## src/rtl/pit_pkg.sv

```systemverilog
package pit_pkg;
  typedef enum logic {
    MODE_INTERVAL = 1'b0,
    MODE_PWM      = 1'b1
  } pit_mode_e;

  localparam int unsigned FRAME_W = 2;

  // frame order that the 2-bit extension value spreads its extra clocks over
  function automatic logic stretch_sel(input logic [FRAME_W-1:0] frame,
                                       input logic [FRAME_W-1:0] ext);
    logic sel;
    case (frame)
      2'd0:    sel = ext[1];
      2'd1:    sel = ext[0];
      2'd2:    sel = ext[1];
      default: sel = 1'b0;
    endcase
    return sel;
  endfunction
endpackage

```

## src/rtl/pit_shadow.sv

```systemverilog
module pit_shadow #(
  parameter int unsigned W = 8
) (
  input  logic         clk_i,
  input  logic         rst_ni,
  input  logic         wr_i,
  input  logic [W-1:0] data_i,
  input  logic         load_i,
  output logic [W-1:0] act_o
);
  logic [W-1:0] buf_q, act_q, buf_nxt;

  assign buf_nxt = wr_i ? data_i : buf_q;

  always_ff @(posedge clk_i or negedge rst_ni) begin
    if (!rst_ni) begin
      buf_q <= '0;
      act_q <= '0;
    end else begin
      buf_q <= buf_nxt;
      if (load_i) act_q <= buf_nxt;
    end
  end

  assign act_o = act_q;

  p_shadow_hold_r8: assert property (@(posedge clk_i) disable iff (!rst_ni)
    !load_i |=> $stable(act_q));
endmodule

```

## src/rtl/pit_counter.sv

```systemverilog
module pit_counter
  import pit_pkg::*;
#(
  parameter int unsigned CNT_W = 8
) (
  input  logic               clk_i,
  input  logic               rst_ni,
  input  logic               clr_i,
  input  logic               tick_i,
  input  logic               restart_i,
  input  logic               frame_adv_i,
  output logic [CNT_W-1:0]   cnt_o,
  output logic [FRAME_W-1:0] frame_o
);
  localparam logic [CNT_W-1:0] CNT_MAX = {CNT_W{1'b1}};

  logic [CNT_W-1:0]   cnt_q;
  logic [FRAME_W-1:0] frame_q;

  always_ff @(posedge clk_i or negedge rst_ni) begin
    if (!rst_ni) begin
      cnt_q   <= '0;
      frame_q <= '0;
    end else if (clr_i) begin
      cnt_q   <= '0;
      frame_q <= '0;
    end else begin
      if (tick_i) cnt_q <= restart_i ? '0 : cnt_q + 1'b1;
      if (frame_adv_i) frame_q <= frame_q + 1'b1;
    end
  end

  assign cnt_o   = cnt_q;
  assign frame_o = frame_q;

  p_hold_r10: assert property (@(posedge clk_i) disable iff (!rst_ni)
    (!clr_i && !tick_i) |=> $stable(cnt_q));

  p_wrap_r3: assert property (@(posedge clk_i) disable iff (!rst_ni)
    (!clr_i && tick_i && !restart_i && cnt_q == CNT_MAX) |=> cnt_q == '0);

  p_inc_r3: assert property (@(posedge clk_i) disable iff (!rst_ni)
    (!clr_i && tick_i && !restart_i && cnt_q != CNT_MAX)
      |=> cnt_q == CNT_W'($past(cnt_q) + 1'b1));
endmodule

```

## src/rtl/pit_wave.sv

```systemverilog
module pit_wave
  import pit_pkg::*;
#(
  parameter int unsigned CNT_W = 8
) (
  input  logic               clk_i,
  input  logic               rst_ni,
  input  logic               clr_i,
  input  pit_mode_e          mode_i,
  input  logic [CNT_W-1:0]   cnt_i,
  input  logic [CNT_W-1:0]   ref_i,
  input  logic [FRAME_W-1:0] ext_i,
  input  logic [FRAME_W-1:0] frame_i,
  input  logic               toggle_i,
  output logic               out_o
);
  logic tog_q, pwm_q, level;

  // extra high clock lands on the count equal to the reference
  assign level = (ref_i > cnt_i) ||
                 ((cnt_i == ref_i) && stretch_sel(frame_i, ext_i));

  always_ff @(posedge clk_i or negedge rst_ni) begin
    if (!rst_ni) begin
      tog_q <= 1'b0;
      pwm_q <= 1'b0;
    end else if (clr_i) begin
      tog_q <= 1'b0;
      pwm_q <= 1'b0;
    end else begin
      pwm_q <= level;
      if (toggle_i) tog_q <= ~tog_q;
    end
  end

  assign out_o = (mode_i == MODE_PWM) ? pwm_q : tog_q;

  p_toggle_r2: assert property (@(posedge clk_i) disable iff (!rst_ni)
    (!clr_i && toggle_i) |=> tog_q != $past(tog_q));

  p_toggle_hold_r2: assert property (@(posedge clk_i) disable iff (!rst_ni)
    (!clr_i && !toggle_i) |=> $stable(tog_q));

  p_frame3_r5: assert property (@(posedge clk_i) disable iff (!rst_ni)
    (!clr_i && frame_i == 2'd3 && cnt_i >= ref_i) |=> !pwm_q);
endmodule

```

## src/rtl/pit_flags.sv

```systemverilog
module pit_flags (
  input  logic clk_i,
  input  logic rst_ni,
  input  logic clr_i,
  input  logic match_set_i,
  input  logic ovf_set_i,
  input  logic match_clr_i,
  input  logic ovf_clr_i,
  input  logic ovf_ack_i,
  output logic match_pend_o,
  output logic ovf_pend_o
);
  logic match_q, ovf_q;

  // a new event wins over a clear in the same clock
  always_ff @(posedge clk_i or negedge rst_ni) begin
    if (!rst_ni) begin
      match_q <= 1'b0;
      ovf_q   <= 1'b0;
    end else if (clr_i) begin
      match_q <= 1'b0;
      ovf_q   <= 1'b0;
    end else begin
      if (match_set_i)      match_q <= 1'b1;
      else if (match_clr_i) match_q <= 1'b0;
      if (ovf_set_i)                  ovf_q <= 1'b1;
      else if (ovf_clr_i || ovf_ack_i) ovf_q <= 1'b0;
    end
  end

  assign match_pend_o = match_q;
  assign ovf_pend_o   = ovf_q;

  p_pend_clr_r9: assert property (@(posedge clk_i) disable iff (!rst_ni)
    clr_i |=> (!match_q && !ovf_q));

  p_match_sticky_r6: assert property (@(posedge clk_i) disable iff (!rst_ni)
    (match_q && !match_clr_i && !clr_i) |=> match_q);

  p_ovf_ack_r7: assert property (@(posedge clk_i) disable iff (!rst_ni)
    ((ovf_clr_i || ovf_ack_i) && !ovf_set_i) |=> !ovf_q);
endmodule

```

## src/rtl/pwm_interval_timer.sv

```systemverilog
module pwm_interval_timer
  import pit_pkg::*;
#(
  parameter int unsigned CNT_W = 8
) (
  input  logic             clk_i,
  input  logic             rst_ni,
  input  logic             sync_clr_i,
  input  logic             cnt_en_i,
  input  logic             mode_i,
  input  logic             wr_ref_i,
  input  logic [CNT_W-1:0] ref_i,
  input  logic             wr_ext_i,
  input  logic [1:0]       ext_i,
  input  logic             match_clr_i,
  input  logic             ovf_clr_i,
  input  logic             ovf_ack_i,
  output logic             tmr_out_o,
  output logic             match_pend_o,
  output logic             ovf_pend_o,
  output logic [CNT_W-1:0] count_o
);
  localparam logic [CNT_W-1:0] CNT_MAX = {CNT_W{1'b1}};

  pit_mode_e          mode_q;
  logic               clr, tick, match_evt, restart, wrap_pwm, shadow_load;
  logic [CNT_W-1:0]   cnt, ref_act;
  logic [FRAME_W-1:0] frame, ext_act;

  always_ff @(posedge clk_i or negedge rst_ni) begin
    if (!rst_ni) mode_q <= MODE_INTERVAL;
    else         mode_q <= pit_mode_e'(mode_i);
  end

  assign clr         = sync_clr_i || (pit_mode_e'(mode_i) != mode_q);
  assign tick        = cnt_en_i && !clr;
  assign match_evt   = tick && (cnt == ref_act);
  assign restart     = match_evt && (mode_q == MODE_INTERVAL);
  assign wrap_pwm    = tick && (mode_q == MODE_PWM) && (cnt == CNT_MAX);
  assign shadow_load = clr || (mode_q == MODE_INTERVAL) || wrap_pwm;

  pit_shadow #(.W(CNT_W)) u_ref_shadow (
    .clk_i, .rst_ni, .wr_i(wr_ref_i), .data_i(ref_i),
    .load_i(shadow_load), .act_o(ref_act)
  );

  pit_shadow #(.W(FRAME_W)) u_ext_shadow (
    .clk_i, .rst_ni, .wr_i(wr_ext_i), .data_i(ext_i),
    .load_i(shadow_load), .act_o(ext_act)
  );

  pit_counter #(.CNT_W(CNT_W)) u_counter (
    .clk_i, .rst_ni, .clr_i(clr), .tick_i(tick), .restart_i(restart),
    .frame_adv_i(wrap_pwm), .cnt_o(cnt), .frame_o(frame)
  );

  pit_wave #(.CNT_W(CNT_W)) u_wave (
    .clk_i, .rst_ni, .clr_i(clr), .mode_i(mode_q), .cnt_i(cnt),
    .ref_i(ref_act), .ext_i(ext_act), .frame_i(frame),
    .toggle_i(restart), .out_o(tmr_out_o)
  );

  pit_flags u_flags (
    .clk_i, .rst_ni, .clr_i(clr), .match_set_i(match_evt),
    .ovf_set_i(wrap_pwm), .match_clr_i, .ovf_clr_i, .ovf_ack_i,
    .match_pend_o, .ovf_pend_o
  );

  assign count_o = cnt;

  p_restart_r1: assert property (@(posedge clk_i) disable iff (!rst_ni)
    restart |=> count_o == '0);

  p_no_ovf_interval_r7: assert property (@(posedge clk_i) disable iff (!rst_ni)
    (mode_q == MODE_INTERVAL && !ovf_pend_o) |=> !ovf_pend_o);

  p_frame_hold_r10: assert property (@(posedge clk_i) disable iff (!rst_ni)
    (!cnt_en_i && !clr) |=> ($stable(frame) && $stable(count_o)));
endmodule

```

## config.mk

```make
export PLATFORM = sky130hd
export DESIGN_NAME = pwm_interval_timer
export DESIGN_NICKNAME = d
export VERILOG_FILES = /design/src/rtl/pit_pkg.sv /design/src/rtl/pit_shadow.sv /design/src/rtl/pit_counter.sv /design/src/rtl/pit_wave.sv /design/src/rtl/pit_flags.sv /design/src/rtl/pwm_interval_timer.sv
export SDC_FILE = /design/constraint.sdc
export NUM_CORES = 1
export LEC_CHECK = 0
export ABC_AREA = 1
export BUFFER_PORTS_ARGS = -buffer_cell sky130_fd_sc_hd__buf_2
export CORE_MARGIN = 2
export CORE_UTILIZATION = 55
export DETAILED_ROUTE_END_ITERATION = 10
export HOLD_SLACK_MARGIN = 0.05
export PLACE_DENSITY = 0.83
export SYNTH_ARGS = -nofsm -noshare
export SYNTH_HDL_FRONTEND = slang
export SYNTH_SLANG_ARGS = --single-unit
```

## constraint.sdc

```tcl
create_clock -name clk_i -period 2.25 [get_ports clk_i]
set_input_delay 0.1125 -clock clk_i [delete_from_list [all_inputs] [get_ports clk_i]]
set_output_delay 0.1125 -clock clk_i [all_outputs]
set_load 0.03 [all_outputs]
```

# ---- After elaboration in Yosys (flattened, before gate mapping)
# Cells that the tools add are included.
dict set report classes {
  add_sub_neg 2
  magnitude_cmp 1
  eq_ne 5
  mux 18
  bitwise 2
  n_reduce_logical 19
}
# operator n
set ops {}
lappend ops {{8-bit 2-to-1 mux} 4}
lappend ops {{1-bit 2-to-1 mux} 10}
lappend ops {{8-bit by 1-bit adder with 8-bit output, second input constant} 1}
lappend ops {{8-bit == test} 1}
lappend ops {{8-bit == test, second input constant} 1}
lappend ops {{8-bit > comparator} 1}
lappend ops {{1-bit logical AND} 6}
lappend ops {{2-bit 2-to-1 mux} 3}
lappend ops {{2-bit nonzero test} 3}
lappend ops {{3-bit nonzero test} 2}
lappend ops {{1-bit logical OR} 5}
lappend ops {{2-bit by 1-bit adder with 2-bit output, second input constant} 1}
lappend ops {{2-bit by 1-bit == test with 1-bit output, second input constant} 1}
lappend ops {{2-bit == test, second input constant} 1}
lappend ops {{2-bit zero test} 1}
lappend ops {{1-bit inverter} 2}
lappend ops {{1-bit one-hot mux with 2 select lines} 1}
lappend ops {{2-bit OR reduction} 1}
lappend ops {{1-bit zero test} 1}
lappend ops {{1-bit != test} 1}
dict set report totals {
  reg_bits 35
  input_bits 20
  output_inout_bits 11
  wordCells 58
}

# ---- Longest topological paths before layout
dict set report depth {
  ltp_word 9
  depth_mapped 10
  mapped_depth_nobuf 10
}

# ---- Hierarchy
# A second synthesis with hierarchy kept.
dict set report unflattened {
  cells_unflattened 287
  area_unflattened_um2 2102.0
}
# module instances cells_each area_each_um2 seq_area_each_um2
set modules_own_cells {}
lappend modules_own_cells {{pit_shadow at u_ref_shadow} 1 84 704.4 400.4}
lappend modules_own_cells {pit_counter 1 75 546.8 250.2}
lappend modules_own_cells {pit_wave 1 53 337.8 50.0}
lappend modules_own_cells {pwm_interval_timer 1 44 255.2 25.0}
lappend modules_own_cells {{pit_shadow at u_ext_shadow} 1 22 175.2 100.1}
lappend modules_own_cells {pit_flags 1 9 82.6 50.0}

# ---- Worst setup path before layout
# Ideal clock, no wire load.
dict set report synth_path {
  kind {reg2reg}
  startpoint {reg u_counter.cnt_q[5] (netlist: u_counter.cnt_o[5])}
  endpoint {reg u_counter.cnt_q[7] (netlist: u_counter.cnt_o[7])}
  setup_ps 123
  arrival_time_ps 1661
  required_time_ps 2127
  path_slack_ps 466
  stages_incl_launch_ff 10
  n_path_buf 0
  period_less_slack_ps 1784
  path_cell_list {dfrtp_1 -> inv_1 -> ha_1 -> nand2_1 -> nor2_1 -> inv_1 -> nor2_1 -> nand3_2 -> nand2_1 -> nor2_1}
}
dict set report synth_via {
  elab_chain_cells 6
  elab_cells_between_ends 7
  classes_between {add/sub: 1; eq/ne: 1; mux: 3; reduce/logical: 2}
}
# element line_no
set synth_rtl {}
lappend synth_rtl {{start: declaration} pit_counter.sv:17} ;# logic [CNT_W-1:0] cnt_q;
lappend synth_rtl {{start signal: assignment} pit_counter.sv:28} ;# if (tick_i) cnt_q <= restart_i ? '0 : cnt_q + 1'b1;
lappend synth_rtl {{parallel branches: the longest is 3 deep, another holds 8-bit by 1-bit adder with 8-bit output} n/a}
lappend synth_rtl {{8-bit 2-to-1 mux (*) (2 in a row)} pit_counter.sv:28}
lappend synth_rtl {{8-bit 2-to-1 mux (*)} pit_counter.sv:24} ;# end else if (clr_i) begin
# Every way passes the cells marked *. The select of a mux whose other input is x is not followed.
# A chain may end at the register's enable or synchronous reset.

# ---- Worst setup path in the final report
dict set report layout_path {
  startpoint {reg u_counter.cnt_q[6] (netlist: u_counter.cnt_o[6])}
  endpoint {reg u_counter.cnt_q[2] (netlist: u_counter.cnt_o[2])}
}
dict set report layout_via {
  elab_chain_cells 6
}
# element line_no
set layout_rtl {}
lappend layout_rtl {{8-bit == test} pwm_interval_timer.sv:37} ;# assign match_evt = tick && (cnt == ref_act);
lappend layout_rtl {{1-bit logical AND} pwm_interval_timer.sv:37}
lappend layout_rtl {{1-bit logical AND} pwm_interval_timer.sv:38} ;# assign restart = match_evt && (mode_q == MODE_INTERVAL);
lappend layout_rtl {{8-bit 2-to-1 mux (2 in a row)} pit_counter.sv:28}
lappend layout_rtl {{8-bit 2-to-1 mux} pit_counter.sv:24}
# Every way passes these cells. The select of a mux whose other input is x is not followed.

==> flow_summary_export.csv <==
group,metric,value,unit
synth,synth_top_area_share,46.6,%
sta,finClkSkew,0.0107,ns
min_path,min_path_type,"in -> reg",
route,first_iter_violations,73,
sta,fin_tns_setup,0,ns
power_and_ir_drop,intPower,940,uW
sta,hold_slack,0.0559,ns
sta,fin_crit_sh,83.8,%
sta,final.min_clock_period,1.89,ns
global_routing,grt_pass1_wl,6330,um
status,outcome,"completed",
final_layout,layout-drive-gt1-share,24.6,%
final_layout,fin_nets,292,
clock_tree,cts_tree,"yes",
synth,synth_top_cell_by_area,"dfrtp_1",
floorplan,placementRows,21,
global_routing,antenna_found_initial,0,
setup_path,critical_path_required,2.50,ns
synth,yosys_warnings,0,
setup_path,critPathKind,"reg -> reg",
global_routing,overflow,0,
floorplan,die-area,3900,sq um
clock_tree,path_clk_slew,0.11,ns
synth,synth_area_leaders,"dfrtp_1, nand2_1, ha_1",
sta,max_freq,0.530,GHz
route,vias_per_cell,4.93,
sta,hold_viol_final,0,
route,vias,1509,
sta,worstMarginPinSlew,0.762,ns
setup_path,cp_max_fo,6,
placement,place_congestion,0.794,
final_layout,area_delta_synth_final,19.8,%
final_layout,regArea,876,sq um
synth,syn_area,1880,sq um
floorplan,die_w,62.5,um
global_routing,grt_pass1_vias,1455,
power_and_ir_drop,seq_power_share,54.3,%
sta,setup_viol,0,
synth,synth_cell_types,24,
power_and_ir_drop,p_leak,0.00115,uW
synth,synth_cells,213,
setup_path,ff2ff_setup_slack,0.36,ns
placement,port_buffers,30,
sta,maxSlewHeadroom,49.2,%
synth,syn_nets,246,
global_routing,grt_max_degree,36,
clock_tree,clockBufferDepth,2,
route,first_pass_iters,4,
final_layout,fill_cells,268,
clock_tree,cts-root-buf,"clkbuf_4",
clock_tree,cts_max_level,2,
placement,detailed_place_hpwl,2700,um
clock_tree,cts.sinks,35,
placement,numPlacedInstances,285,
power_and_ir_drop,swShare,26.6,%
route,drtAntennaViolNets,0,
power_and_ir_drop,powerDensity,569,nW/um^2
synth,ys_ff_latch,35,
global_routing,track_usage,21.0,%
route,post-route-drc-count,0,
power_and_ir_drop,clock_power_share,30.9,%
route,totalWireLength,3680,um
setup_path,worstSetupStartpointType,"flip-flop",
sta,finalMaxSlewViolations,0,
setup_path,arrival,2.14,ns
sta,fin_ws,0.363,ns
floorplan,start_util,56.8,%
synth,ys_seq_area_share,46.6,%
final_layout,final_cells,306,
floorplan,io_pins,31,
floorplan,core_area,3310,sq um
power_and_ir_drop,p_sw,341,uW
setup_path,end_kind,"flip-flop",
final_layout,diodes,0,
final_layout,multi_input_area,872,sq um
synth,syn_area_per_cell,8.82,sq um
clock_tree,clk_latency,0.36,ns
flow_run,max_cap_violations,0,
power_and_ir_drop,combPwrFrac,14.8,%
power_and_ir_drop,ir_drop,0.379,mV
clock_tree,cts_inserted_buffers,5,
route,wl_per_cell,12.0,um
placement,dp_slack,0.392,ns
sta,rsz0062_at_grt,"no",
floorplan,die_h,62.5,um
==> routing by layer <==
metal | track usage (%) | up-vias | share of wire, %
li1 | - | 777 | -
met1 | 26.0 | 699 | 43
met2 | 35.2 | 26 | 51
met3 | 5.95 | 7 | 4.2
met4 | 7.50 | 0 | 1.6
met5 | 0 | - | 0
==> per-stage QoR <==
stage / instance area [sq um] / total power, uW / util, %
final: 2250 / 1280 / 68.0
after CTS: 2250 / 1280 / 68.0
after floorplan: 1880 / 819 / -
after global routing: 2250 / 1350 / 68.0
after detailed placement: 2050 / 881 / 62.0
after global placement: 2050 / 872 / 62.0
==> path summary, 6_finish.rpt <==
path / depth (start not counted) / start / end
max in group asynchronous: 2 / rst_ni / u_ref_shadow.buf_q[0]$_DFF_PN0_
hold reg to reg: 2 / u_wave.tog_q$_DFFE_PN0P_ / u_wave.tog_q$_DFFE_PN0P_
min in group asynchronous: 2 / rst_ni / u_counter.cnt_o[5]$_DFFE_PN0P_
hold / removal: 2 / wr_ext_i / u_ext_shadow.buf_q[0]$_DFF_PN0_
setup / recovery: 9 / u_counter.cnt_o[6]$_DFFE_PN0P_ / u_counter.cnt_o[2]$_DFFE_PN0P_
setup reg to reg: 9 / u_counter.cnt_o[6]$_DFFE_PN0P_ / u_counter.cnt_o[2]$_DFFE_PN0P_
==> layout by cell type, fill, tap and decap left out <==
master / synthesis / final
buf_2: 1 / 30
a31o_2: 1 / 1
ha_1: 13 / 13
dlygate4sd3_1: 0 / 13
nor3_1: 1 / 1
o21ai_0: 2 / 2
nand2_2: 4 / 4
dfrtp_1: 35 / 35
nor2_4: 2 / 2
nor2_2: 1 / 1
clkbuf_1: 0 / 1
nand3_1: 24 / 24
nand4_1: 2 / 2
inv_2: 3 / 3
nor2_1: 18 / 18
nand3_2: 4 / 4
clkbuf_8: 0 / 2
nand2_4: 1 / 1
inv_1: 21 / 21
mux2_2: 10 / 10
nand2_1: 58 / 58
o21bai_1: 2 / 2
inv_4: 1 / 1
a21oi_1: 4 / 4
o31ai_1: 2 / 2
clkbuf_4: 0 / 5
==> flip-flops by register name, indices dropped and copies added (netlist names) <==
signal	flops
u_counter.frame_o	2
u_wave.tog_q	1
u_wave.pwm_q	1
u_ext_shadow.act_o	2
u_flags.ovf_pend_o	1
mode_q	1
u_ext_shadow.buf_q	2
u_flags.match_pend_o	1
u_ref_shadow.act_o	8
u_ref_shadow.buf_q	8
u_counter.cnt_o	8
==> critical path, stage by stage (launching register included) <==
cell and delay, ns:
dfrtp_1 0.43, inv_1 0.09, ha_1 0.28, nand2_1 0.06
nor2_1 0.15, inv_1 0.07, nor2_1 0.24, nand3_2 0.16
nand2_1 0.22, nor2_1 0.08
==> cell type report <==
class	instances	share of cell area [%]
timing repair buffer	43	12.5
clock buffer	8	3.06
sequential	35	38.9
inverter	25	4.28
tap	46	2.56
multi-input combinational	149	38.7
==> power groups by stage <==
| stage | Combinational [uW] | Clock [uW] | Sequential (uW) |
|---|---|---|---|
| after floorplan | 117 | 0 | 702 |
| after global placement | 165 | 0 | 707 |
| after detailed placement | 173 | 0 | 708 |
| after CTS | 191 | 395 | 696 |
| after global routing | 218 | 427 | 701 |
| final | 190 | 396 | 696 |
==> repair_timing <==
action	in CTS	in global routing
hold buffers	13	0
setup buffers	0	0
endpoints found under the hold margin	47	0
resized for setup	0	0
==> cell families after synthesis <==
kind of cell | Yosys count | synth area share, %
AOI/OAI and AO/OA | 11 | 3.66
and+or+nand+nor | 115 | 28.1
adders and majority gates | 13 | 8.66
buffers and inverters | 29 | 6.99
DFF | 35 | 46.6
muxes | 10 | 5.99
==> synth_stat cells (all sizes together) <==
| master | n |
|---|---|
| mux2 | 10 |
| ha | 13 |
| a31o | 1 |
| nand3 | 28 |
| nand4 | 2 |
| o21ai | 2 |
| o31ai | 2 |
| inv | 25 |
| buf | 4 |
| nor3 | 1 |
| dfrtp | 35 |
| nand2 | 63 |
| a21oi | 4 |
| nor2 | 21 |
| o21bai | 2 |
No activity file was read; power rests on OpenSTA's default activity.
